$ cat config.mk
export PLATFORM = sky130hd
export DESIGN_NAME = palette_serializer
export DESIGN_NICKNAME = d
export VERILOG_FILES = /design/src/rtl/pxs_pkg.sv /design/src/rtl/pxs_regfile.sv /design/src/rtl/pxs_timing.sv /design/src/rtl/pxs_unpack.sv /design/src/rtl/pxs_colour_out.sv /design/src/rtl/palette_serializer.sv
export SDC_FILE = /design/constraint.sdc
export NUM_CORES = 1
export LEC_CHECK = 0
export ABC_CLOCK_PERIOD_IN_PS = 3500
export BUFFER_PORTS_ARGS = -buffer_cell sky130_fd_sc_hd__buf_2
export CORE_MARGIN = 2
export CORE_UTILIZATION = 61
export DETAILED_ROUTE_END_ITERATION = 12
export PLACE_DENSITY = 0.8
export SLEW_MARGIN = 5
export SYNTH_ARGS = -nofsm -noshare
export SYNTH_HDL_FRONTEND = slang
export SYNTH_HIERARCHICAL = 1
export SYNTH_SLANG_ARGS = --single-unit
$ cat constraint.sdc
create_clock -name clk -period 3.5 [get_ports clk]
set_input_delay 0 -clock clk [delete_from_list [all_inputs] [get_ports clk]]
set_output_delay 0 -clock clk [all_outputs]
set_load 0.01 [all_outputs]
$ cat src/rtl/pxs_pkg.sv
`timescale 1ns/1ps
package pxs_pkg;
    localparam int CW        = 5;              // hardware colour number width
    localparam int PEN_W     = 4;              // pen index width
    localparam int PEN_N     = 1 << PEN_W;     // pens
    localparam int ENTRY_N   = PEN_N + 1;      // pens plus border
    localparam int BORDER_IX = PEN_N;          // border entry index
    localparam int SEL_W     = $clog2(ENTRY_N);
    localparam int SLOT_W    = 4;              // 16 slots per character
    localparam int BYTE_W    = 8;
    localparam int ADDR_W    = 16;
    localparam logic [CW-1:0] BLACK = CW'(20);

    typedef enum logic [1:0] {
        GM_WIDE16 = 2'd0,
        GM_MED4   = 2'd1,
        GM_FINE2  = 2'd2,
        GM_WIDE4  = 2'd3
    } gmode_e;

    typedef enum logic [1:0] {
        OP_PEN  = 2'd0,
        OP_INK  = 2'd1,
        OP_CTRL = 2'd2,
        OP_EXT  = 2'd3
    } op_e;

    typedef logic [ENTRY_N-1:0][CW-1:0] pal_t;
endpackage

$ cat src/rtl/pxs_regfile.sv
`timescale 1ns/1ps
// Command decode: entry selection, staging palette, pending mode.
module pxs_regfile
    import pxs_pkg::*;
(
    input  logic              clk,
    input  logic              rst,
    input  logic [ADDR_W-1:0] io_addr,
    input  logic [BYTE_W-1:0] io_data,
    input  logic              io_wr,
    output pal_t              stage_pal,
    output gmode_e            mode_pend
);
    typedef struct packed {
        logic [SEL_W-1:0] sel;
        gmode_e           mode;
        pal_t             pal;
    } rf_t;

    rf_t  rf_q, rf_d;
    logic hit;
    op_e  op;

    always_comb begin
        rf_d = rf_q;
        hit  = io_wr && (io_addr[ADDR_W-1:ADDR_W-2] == 2'b01);
        op   = op_e'(io_data[7:6]);
        if (hit) begin
            case (op)
                OP_PEN: begin
                    if (io_data[4]) rf_d.sel = SEL_W'(BORDER_IX);
                    else            rf_d.sel = SEL_W'(io_data[PEN_W-1:0]);
                end
                OP_INK:  rf_d.pal[rf_q.sel] = io_data[CW-1:0];
                OP_CTRL: begin
                    if (!io_data[5]) rf_d.mode = gmode_e'(io_data[1:0]);
                end
                default: ;
            endcase
        end
    end

    always_ff @(posedge clk) begin
        if (rst) begin
            rf_q.sel  <= '0;
            rf_q.mode <= GM_WIDE16;
            for (int i = 0; i < ENTRY_N; i++) rf_q.pal[i] <= BLACK;
        end else begin
            rf_q <= rf_d;
        end
    end

    assign stage_pal = rf_q.pal;
    assign mode_pend = rf_q.mode;

    AST_FOREIGN_ADDR_IGNORED: assert property (@(posedge clk) disable iff (rst)
        (io_wr && (io_addr[ADDR_W-1:ADDR_W-2] != 2'b01)) |=> ($stable(rf_q.pal) && $stable(rf_q.sel) && $stable(rf_q.mode)))
        else $error("write to foreign address changed state");

    AST_SEL_IN_RANGE: assert property (@(posedge clk) disable iff (rst)
        rf_q.sel <= SEL_W'(BORDER_IX))
        else $error("selection out of range");

    AST_NO_WRITE_NO_CHANGE: assert property (@(posedge clk) disable iff (rst)
        !io_wr |=> ($stable(rf_q.pal) && $stable(rf_q.mode)))
        else $error("state changed without a write");
endmodule

$ cat src/rtl/pxs_timing.sv
`timescale 1ns/1ps
// Slot counter, per-character byte capture and displayed-mode register.
module pxs_timing
    import pxs_pkg::*;
(
    input  logic              clk,
    input  logic              rst,
    input  logic [BYTE_W-1:0] byte_a,
    input  logic [BYTE_W-1:0] byte_b,
    input  gmode_e            mode_pend,
    input  logic              mode_commit,
    output logic [SLOT_W-1:0] slot,
    output logic [BYTE_W-1:0] cur_a,
    output logic [BYTE_W-1:0] cur_b,
    output gmode_e            mode_act,
    output logic              half_edge
);
    localparam logic [SLOT_W-1:0] LAST_SLOT = '1;

    typedef struct packed {
        logic [SLOT_W-1:0] slot;
        logic [BYTE_W-1:0] a;
        logic [BYTE_W-1:0] b;
        gmode_e            mode;
    } tm_t;

    tm_t tm_q, tm_d;

    always_comb begin
        tm_d      = tm_q;
        tm_d.slot = tm_q.slot + 1'b1;
        if (tm_q.slot == LAST_SLOT) begin
            tm_d.a = byte_a;
            tm_d.b = byte_b;
        end
        if (mode_commit) tm_d.mode = mode_pend;
    end

    always_ff @(posedge clk) begin
        if (rst) begin
            tm_q.slot <= '0;
            tm_q.a    <= '0;
            tm_q.b    <= '0;
            tm_q.mode <= GM_WIDE16;
        end else begin
            tm_q <= tm_d;
        end
    end

    assign slot      = tm_q.slot;
    assign cur_a     = tm_q.a;
    assign cur_b     = tm_q.b;
    assign mode_act  = tm_q.mode;
    assign half_edge = (tm_q.slot[SLOT_W-2:0] == '1);

    AST_SLOT_WRAP: assert property (@(posedge clk) disable iff (rst)
        (slot == LAST_SLOT) |=> (slot == '0))
        else $error("slot counter did not wrap");

    AST_BYTES_HELD: assert property (@(posedge clk) disable iff (rst)
        (slot != LAST_SLOT) |=> ($stable(cur_a) && $stable(cur_b)))
        else $error("video bytes changed mid character");

    AST_MODE_ON_COMMIT_ONLY: assert property (@(posedge clk) disable iff (rst)
        !mode_commit |=> $stable(mode_act))
        else $error("displayed mode changed without commit");

    AST_MODE_TAKES_PENDING: assert property (@(posedge clk) disable iff (rst)
        mode_commit |=> (mode_act == $past(mode_pend)))
        else $error("commit did not load pending mode");
endmodule

$ cat src/rtl/pxs_unpack.sv
`timescale 1ns/1ps
// Pen index for the current slot from the captured byte pair and mode.
module pxs_unpack
    import pxs_pkg::*;
(
    input  gmode_e            mode,
    input  logic [BYTE_W-1:0] byte_a,
    input  logic [BYTE_W-1:0] byte_b,
    input  logic [SLOT_W-1:0] slot,
    output logic [PEN_W-1:0]  pen_ix
);
    logic [BYTE_W-1:0] src;
    logic [BYTE_W-1:0] sh;
    logic [2:0]        pos;

    always_comb begin
        src = slot[SLOT_W-1] ? byte_b : byte_a;
        pos = slot[2:0];
        // Shift the pixel's own bits into the first pixel's bit positions.
        case (mode)
            GM_FINE2: sh = src << pos;
            GM_MED4:  sh = src << pos[2:1];
            default:  sh = src << pos[2];
        endcase
        case (mode)
            GM_WIDE16: pen_ix = {sh[1], sh[5], sh[3], sh[7]};
            GM_MED4:   pen_ix = {2'b00, sh[3], sh[7]};
            GM_FINE2:  pen_ix = {3'b000, sh[7]};
            default:   pen_ix = {2'b00, sh[3], sh[7]};
        endcase
    end

    AST_NARROW_MODES_PEN_RANGE: assert property (@(posedge slot[0])
        (mode == GM_WIDE16) || (pen_ix[PEN_W-1:2] == 2'b00))
        else $error("narrow mode produced a pen above 3");
endmodule

$ cat src/rtl/pxs_colour_out.sv
`timescale 1ns/1ps
// Displayed palette (copied from staging at half boundaries) and output mux.
module pxs_colour_out
    import pxs_pkg::*;
(
    input  logic             clk,
    input  logic             rst,
    input  pal_t             stage_pal,
    input  logic             half_edge,
    input  logic [PEN_W-1:0] pen_ix,
    input  logic             disp_en,
    input  logic             force_blk,
    output logic [CW-1:0]    colour
);
    typedef struct packed {
        pal_t          live;
        logic [CW-1:0] col;
    } co_t;

    co_t co_q, co_d;

    always_comb begin
        co_d = co_q;
        if (half_edge) co_d.live = stage_pal;
        if (force_blk)     co_d.col = BLACK;
        else if (!disp_en) co_d.col = co_q.live[BORDER_IX];
        else               co_d.col = co_q.live[{1'b0, pen_ix}];
    end

    always_ff @(posedge clk) begin
        if (rst) begin
            for (int i = 0; i < ENTRY_N; i++) co_q.live[i] <= BLACK;
            co_q.col <= BLACK;
        end else begin
            co_q <= co_d;
        end
    end

    assign colour = co_q.col;

    AST_FORCE_BLACK: assert property (@(posedge clk) disable iff (rst)
        force_blk |=> (colour == BLACK))
        else $error("force-black not honoured");

    AST_BORDER_SHOWN: assert property (@(posedge clk) disable iff (rst)
        (!force_blk && !disp_en) |=> (colour == $past(co_q.live[BORDER_IX])))
        else $error("border not shown outside active area");

    AST_LIVE_AT_HALF_ONLY: assert property (@(posedge clk) disable iff (rst)
        !half_edge |=> $stable(co_q.live))
        else $error("displayed palette changed mid half");
endmodule

$ cat src/rtl/palette_serializer.sv
`timescale 1ns/1ps
module palette_serializer
    import pxs_pkg::*;
(
    input  logic              clk,
    input  logic              rst,
    input  logic [ADDR_W-1:0] io_addr,
    input  logic [BYTE_W-1:0] io_data,
    input  logic              io_wr,
    input  logic [BYTE_W-1:0] vid_byte_a,
    input  logic [BYTE_W-1:0] vid_byte_b,
    input  logic              disp_en,
    input  logic              force_blk,
    input  logic              mode_commit,
    output logic [CW-1:0]     colour
);
    pal_t              stage_pal;
    gmode_e            mode_pend;
    gmode_e            mode_act;
    logic [SLOT_W-1:0] slot;
    logic [BYTE_W-1:0] cur_a;
    logic [BYTE_W-1:0] cur_b;
    logic              half_edge;
    logic [PEN_W-1:0]  pen_ix;

    pxs_regfile u_regs (
        .clk       (clk),
        .rst       (rst),
        .io_addr   (io_addr),
        .io_data   (io_data),
        .io_wr     (io_wr),
        .stage_pal (stage_pal),
        .mode_pend (mode_pend)
    );

    pxs_timing u_timing (
        .clk         (clk),
        .rst         (rst),
        .byte_a      (vid_byte_a),
        .byte_b      (vid_byte_b),
        .mode_pend   (mode_pend),
        .mode_commit (mode_commit),
        .slot        (slot),
        .cur_a       (cur_a),
        .cur_b       (cur_b),
        .mode_act    (mode_act),
        .half_edge   (half_edge)
    );

    pxs_unpack u_unpack (
        .mode   (mode_act),
        .byte_a (cur_a),
        .byte_b (cur_b),
        .slot   (slot),
        .pen_ix (pen_ix)
    );

    pxs_colour_out u_out (
        .clk       (clk),
        .rst       (rst),
        .stage_pal (stage_pal),
        .half_edge (half_edge),
        .pen_ix    (pen_ix),
        .disp_en   (disp_en),
        .force_blk (force_blk),
        .colour    (colour)
    );

    AST_RESET_BLACK: assert property (@(posedge clk)
        $past(rst) |-> (colour == BLACK))
        else $error("colour not black after reset");
endmodule

; ---- Word level (Yosys, flattened, before mapping)
; Index checks and enable logic that the tools add are counted.
[totals]
ff_bits = 204
in_bits = 46
wordCells = 74
[classes]
addsub = 1
order_cmp = 3
n_eq_ne = 7
shifts = 3
n_mux = 10
bitwise = 1
reduce_logical = 8
[op_table]
columns = cell, n
row1 = bitwise mux 85 bit, 1
row2 = demux 5 bit (select 5 bit), 1
row3 = binary-select mux 5 bit (select 4 bit), 1
row4 = two-way mux 5 bit, 4
row5 = one-hot mux 8 bit (2 select lines), 1
row6 = two-way mux 8 bit, 1
row7 = one-hot mux 4 bit (2 select lines), 1
row8 = left shift 8 x 1 -> 8 bit, 1
row9 = left shift 8 x 2 -> 8 bit, 1
row10 = left shift 8 x 3 -> 8 bit, 1
row11 = "== test 2 x 1 -> 1 bit, second input constant", 3
row12 = "< comparator 4 x 6 -> 1 bit, second input constant", 1
row13 = "< comparator 5 x 6 -> 1 bit, second input constant", 1
row14 = "greater-or-equal comparator 5 x 1 -> 1 bit, second input constant", 1
row15 = "adder 4 x 1 -> 4 bit, second input constant", 1
row16 = "== test 2 bit, second input constant", 2
row17 = "== test 4 bit, second input constant", 1
row18 = logical NOT 2 bit, 2
row19 = AND reduction 2 bit, 2
row20 = "== test 3 bit, second input constant", 1
row21 = AND reduction 3 bit, 1
row22 = logical AND 1 bit, 2
row23 = OR reduction 2 bit, 1
row24 = NOT 1 bit, 1

; ---- Longest topological paths before layout
[logic_depth]
word_depth = 7
ltp_mapped = 14

; ---- Cells and area by module
; The synthesis kept the hierarchy.
[modules_own_cells]
columns = mod, instances, cells_per_inst, area_per_inst_um2
row1 = pxs_regfile, 1, 430, 4395.5
row2 = pxs_colour_out, 1, 363, 3885.0
row3 = pxs_timing, 1, 90, 958.4
row4 = pxs_unpack, 1, 55, 426.7

; ---- Worst setup path after synthesis
; OpenSTA, ideal clock, no wires.
[synth_timing]
path_kind = register to register
startpoint = register, netlist name u_timing/mode_act[0]
endpoint = register u_out.co_q (netlist bit u_out/colour[0])
setup_ns = 0.122
arrival_time_ns = 2.868
slack_ns = 0.510
path_stages_with_launch = 12
n_path_buf = 1
synth_period_minus_slack_ns = 2.990
cell_sequence = dfxtp_1 -> inv_1 -> ha_1 -> a22oi_4 -> mux2i_1 -> mux4_2 -> a221oi_1 -> buf_2 -> mux4_2 -> mux2i_1 -> nor2_1 -> a221o_1
[synth_between]
elab_chain_cells = 6
word_cells_on_any_way = 8
cone_classes = eq/ne (2) / mux (5) / reduce/logical (1)
[synth_rtl]
columns = item, line
row1 = == test 2 x 1 -> 1 bit / == test 2 bit (equally long branches), "pxs_unpack.sv:20, pxs_unpack.sv:25"
row2 = one-hot mux 8 bit (2 select lines), pxs_unpack.sv:20  ; case (mode)
row3 = one-hot mux 4 bit (2 select lines) (*), pxs_unpack.sv:25  ; case (mode)
row4 = named net pen_ix[1], palette_serializer.sv:24  ; logic [PEN_W-1:0] pen_ix;
row5 = binary-select mux 5 bit (select 4 bit) (*), pxs_colour_out.sv:27  ; else co_d.col = co_q.live[{1'b0, pen_ix}];
row6 = two-way mux 5 bit (not written as such) (*), pxs_colour_out.sv:27
row7 = two-way mux 5 bit (*), pxs_colour_out.sv:26  ; else if (!disp_en) co_d.col = co_q.live[BORDER_IX];
row8 = end signal: assignment, pxs_colour_out.sv:35  ; co_q <= co_d;
row9 = end: declaration, pxs_colour_out.sv:20  ; co_t co_q, co_d;
; The timed path passes the listed nets; every way through them passes the cells marked *. The select of a mux whose other input is x is not followed.
; A chain may end at the register's enable or synchronous reset.

; ---- Final worst setup path
[layout_timing]
startpoint = register, netlist name u_timing/mode_act[1]
endpoint = register u_out.co_q (netlist bit u_out/colour[1])
[layout_between]
elab_chain_cells = 6
word_cells_on_any_way = 8
cone_classes = eq/ne (2) / mux (5) / reduce/logical (1)
[layout_rtl]
columns = item, line
row1 = == test 2 x 1 -> 1 bit / == test 2 bit (equally long branches), "pxs_unpack.sv:20, pxs_unpack.sv:25"
row2 = one-hot mux 8 bit (2 select lines), pxs_unpack.sv:20
row3 = one-hot mux 4 bit (2 select lines) (*), pxs_unpack.sv:25
row4 = named net pen_ix[1], palette_serializer.sv:24
row5 = binary-select mux 5 bit (select 4 bit) (*), pxs_colour_out.sv:27
row6 = two-way mux 5 bit (not written as such) (*), pxs_colour_out.sv:27
row7 = two-way mux 5 bit (*), pxs_colour_out.sv:26
; Marks and branches as above.

==> impl_results.md <==
- Result of the run: complete, no violations
- Number of input and output port buffers inserted: 36
- CTS root buf: sky130_fd_sc_hd__clkbuf_16
- CTS tree: yes
- Power share of the clock group: 47.6%
- Die height: 130 um
- Number of failing setup endpoints in the final timing report: 0
- PwrDens: 465 nW/um2
- Post-layout minimum cycle time: 3.32 ns
- Clock latency on the worst-skew pair: 0.50 ns
- Final setup TNS: 0 ns
- Total Routed Length: 19100 um
- Initial core utilization: 61.7%
- Yosys warning total: 6
- Maximum level of the CTS H-tree: 1
- Die area: 16900 um2
- Switching fraction of total power: 21.0%
- Flop-to-flop setup slack: 0.18 ns
- Kind of path behind the tightest hold check: in -> reg
- Antenna violations before repair: 0
- Number of fill cells in the layout: 1216
- I/O pin cnt: 51
- Total number of vias: 6139
- Setup repair after global routing missed its margin: false
- Clock transition at the register clock pins on the worst setup and hold paths after CTS: 0.06 ns
- GR Util All Layers: 22.9%
- Cell depth of the worst flop-to-flop path: 11
- Number of enable flip-flop cells after synthesis: 0
- Maximum count of clock buffers along a single path: 3
- Worst-case vdd ir drop: 411 uV
- Reg-to-Reg Start: u_timing/mode_act[1]
- Largest fanout of any net on the critical path: 16
- Min-Delay Startpoint: io_data[6]
- Data arrival, critical path: 3.69 ns
- Async set-reset flop share out of synthesis: 0%
- Worst Path Class, Setup: reg -> reg
- Number of non-filler instances in the completed layout: 1121
- Worst Path Buf+Inv: 2
- Leakage power: 4.21 nW
- Hold Crit Endpoint: u_regs/stage_pal[24]
- Number of nets still failing antenna checks after routing: 0
- Slew Limit Fails: 0
- Antenna diodes: 0
- Syn Std Cell Area: 9670 um2
- Share of layout cells above drive strength 1: 14.6%
- Core ar.: 15700 um2
- HPWL reported at the end of detailed placement: 11600 um
- DRC violations left: 0
- Gate power share: 4.0%
- Share of the clock period used by the worst path after layout: 94.7%
- Horizontal extent of the die: 130 um
- Syn-to-layout area delta: 7.26%
- Area of the multi-input gates: 4580 um2
- Number of instances in the synthesized netlist: 938
- Placed Cells incl. Taps: 1050
- Setup crit start kind: register
- Vias in the first global route: 5960
- Ordered list of cells on the worst path: inv_1 > ha_1 > a22oi_4 > mux2i_1 > mux4_2 > a221oi_2 > buf_12 > mux4_2 > mux2i_1 > nor2_1 > a221o_1
- Pin count of the biggest net entering global routing: 144
- Register Area: 4080 um2
- Worst setup path start: u_timing/mode_act[1]
- Slowest cell on the critical path: sky130_fd_sc_hd__mux4_2
- Worst slew margin relative to its limit: 37.8%
- Weighted congestion at the end of routability-driven global placement: 0.841
- Synthesized Nets: 989
- DR pass1 iterations: 5
- Number of post-CTS setup repair buffers: 0
- Hold Violations, Final: 0
- Cell family contributing the most delay on the critical path: multiplexers
- Synthesized flop and latch total: 204
- Gr ovfl total: 0
- DRC marker count from the first detailed-route iteration: 457
- First-pass GRT wire length: 30800 um
- Skew final: 0.0146 ns
- Endpoint of the worst-slack reg-to-reg timing path: u_out/colour[1]
- Max cap viols: 0
- Worst-margin pin slew: 0.933 ns
- Post-Synthesis Mean Instance Area: 10.3 um2
- Delay of the slowest cell on the worst path: 0.51 ns
- Clock buffer count from CTS: 22
- Portion of total power attributed to sequential cells: 48.5%
- Endpoint class of the critical path: register
- Most used DFF post-synth: sky130_fd_sc_hd__dfxtp_1
- Int Power: 3.81 mW
- Vias per cell: 5.48
- Proportion of synthesized chip area in sequential cells: 42.3%
- Unique cell type count in the Yosys netlist: 48
- CTS sink count: 204
- Timing-limited maximum frequency: 302 MHz
- Hold Path Cell Cnt: 4
- Switching power total: 1.01 mW
- Std-Cell Rows: 46
- Required arrival time at the worst endpoint: 3.88 ns
- DR WL/cell: 17.0 um
- Nets: 945
## cells by family after synthesis
group                      share of synthesized area (%)
and+or+nand+nor                                     17.6
buffers and inverters                               10.7
adders and majority gates                          0.647
AOI/OAI and AO/OA                                   2.27
DFF                                                 42.3
muxes                                               26.5
## what timing repair did
action	in CTS	in global routing
hold buffers	36	0
resized for setup	0	3
endpoints found under the hold margin	51	0
endpoints found under the setup margin	0	5
## placed cells by master (no fill, tap or decap), types with 3 or more instances in the layout
cell type,netlist,final
sky130_fd_sc_hd__a21oi_1,6,6
sky130_fd_sc_hd__and3_1,4,4
sky130_fd_sc_hd__buf_12,1,3
sky130_fd_sc_hd__buf_2,17,35
sky130_fd_sc_hd__buf_4,96,13
sky130_fd_sc_hd__clkbuf_1,34,3
sky130_fd_sc_hd__clkbuf_16,0,22
sky130_fd_sc_hd__clkbuf_8,0,5
sky130_fd_sc_hd__dfxtp_1,204,204
sky130_fd_sc_hd__dlygate4sd3_1,0,36
sky130_fd_sc_hd__ha_1,5,4
sky130_fd_sc_hd__inv_1,4,4
sky130_fd_sc_hd__mux2_2,6,6
sky130_fd_sc_hd__mux2i_1,209,209
sky130_fd_sc_hd__mux4_1,5,5
sky130_fd_sc_hd__mux4_2,12,12
sky130_fd_sc_hd__nand2_1,48,48
sky130_fd_sc_hd__nand2b_1,93,93
sky130_fd_sc_hd__nand3_1,9,9
sky130_fd_sc_hd__nand3_2,15,15
sky130_fd_sc_hd__nand3b_1,4,4
sky130_fd_sc_hd__nand4_1,5,5
sky130_fd_sc_hd__nor2_1,99,98
sky130_fd_sc_hd__nor2b_1,9,9
sky130_fd_sc_hd__nor3_1,3,3
sky130_fd_sc_hd__o21ai_0,8,7
sky130_fd_sc_hd__or4b_1,4,4
## stage by stage
stage               utilization, %  worst slack [ns]  power, mW  cell area [um2]  hold slack [ns]
global route                  66.2           0.00363       4.96            10400            0.114
finish                        66.2             0.185       4.82            10400           0.0989
detailed placement            59.3             0.115       2.55             9280            0.270
CTS                           66.1            0.0967       4.86            10400           0.0749
floorplan                        -             0.510       2.50             9670            0.152
global placement              59.3             0.209       2.55             9280            0.263
## layout make-up
class / instances / share of cell area [%]
multi-input combinational: 574 / 44.2
sequential: 204 / 39.4
timing repair buffer: 87 / 6.69
clock buffer: 30 / 6.08
tap: 216 / 2.61
clock inverter: 5 / 0.833
inverter: 5 / 0.181
## flip-flops by register name (all words and copies together) (netlist names)
register / flops
u_out/co_q: 85
u_out/colour: 5
u_regs/mode_pend: 2
u_regs/rf_q: 5
u_regs/stage_pal: 85
u_timing/cur_a: 8
u_timing/cur_b: 8
u_timing/mode_act: 2
u_timing/slot: 4
## tightest hold or removal path: stages
cell and delay, ns:
sky130_fd_sc_hd__buf_2 0.13, sky130_fd_sc_hd__nor4b_4 0.16, sky130_fd_sc_hd__nand3_1 0.17, sky130_fd_sc_hd__mux2i_1 0.09
## synthesized netlist by cell type (3+ instances only)
cell	number	area [um2]
sky130_fd_sc_hd__a21oi_1	6	30.0
sky130_fd_sc_hd__and3_1	4	25.0
sky130_fd_sc_hd__buf_2	17	85.1
sky130_fd_sc_hd__buf_4	96	721
sky130_fd_sc_hd__buf_6	5	56.3
sky130_fd_sc_hd__clkbuf_1	34	128
sky130_fd_sc_hd__dfxtp_1	204	4080
sky130_fd_sc_hd__ha_1	5	62.6
sky130_fd_sc_hd__inv_1	4	15.0
sky130_fd_sc_hd__mux2_2	6	67.6
sky130_fd_sc_hd__mux2i_1	209	2090
sky130_fd_sc_hd__mux4_1	5	131
sky130_fd_sc_hd__mux4_2	12	270
sky130_fd_sc_hd__nand2_1	48	180
sky130_fd_sc_hd__nand2b_1	93	582
sky130_fd_sc_hd__nand3_1	9	45.0
sky130_fd_sc_hd__nand3_2	15	150
sky130_fd_sc_hd__nand3b_1	4	30.0
sky130_fd_sc_hd__nand4_1	5	31.3
sky130_fd_sc_hd__nor2_1	99	372
sky130_fd_sc_hd__nor2b_1	9	56.3
sky130_fd_sc_hd__nor3_1	3	15.0
sky130_fd_sc_hd__o21ai_0	8	40.0
sky130_fd_sc_hd__or4b_1	4	40.0
## power groups by stage
stage | registers [mW] | clock network (mW) | logic, mW
floorplan | 2.38 | 0 | 0.118
global placement | 2.39 | 0 | 0.162
detailed placement | 2.39 | 0 | 0.163
CTS | 2.33 | 2.33 | 0.188
global route | 2.33 | 2.42 | 0.207
finish | 2.34 | 2.29 | 0.190
## metal layers
layer	up-vias	routed length (um)	GRT usage, %
li1	3018	-	-
met1	2970	8830	30.9
met2	122	9120	39.1
met3	29	764	3.61
met4	0	384	5.25
met5	-	0	0
## how the worst max path moves through the flow
stage                       to  slack [ns]  cells after the start
4_1_cts        u_out/colour[1]         0.1                     12
6_report       u_out/colour[1]        0.18                     11
2_1_floorplan  u_out/colour[0]        0.51                     11
5_1_grt        u_out/colour[2]       0.004                     12
3_5_place_dp   u_out/colour[1]        0.11                     12
3_3_place_gp   u_out/colour[1]        0.21                     12
(Power assumes the default switching activity.)
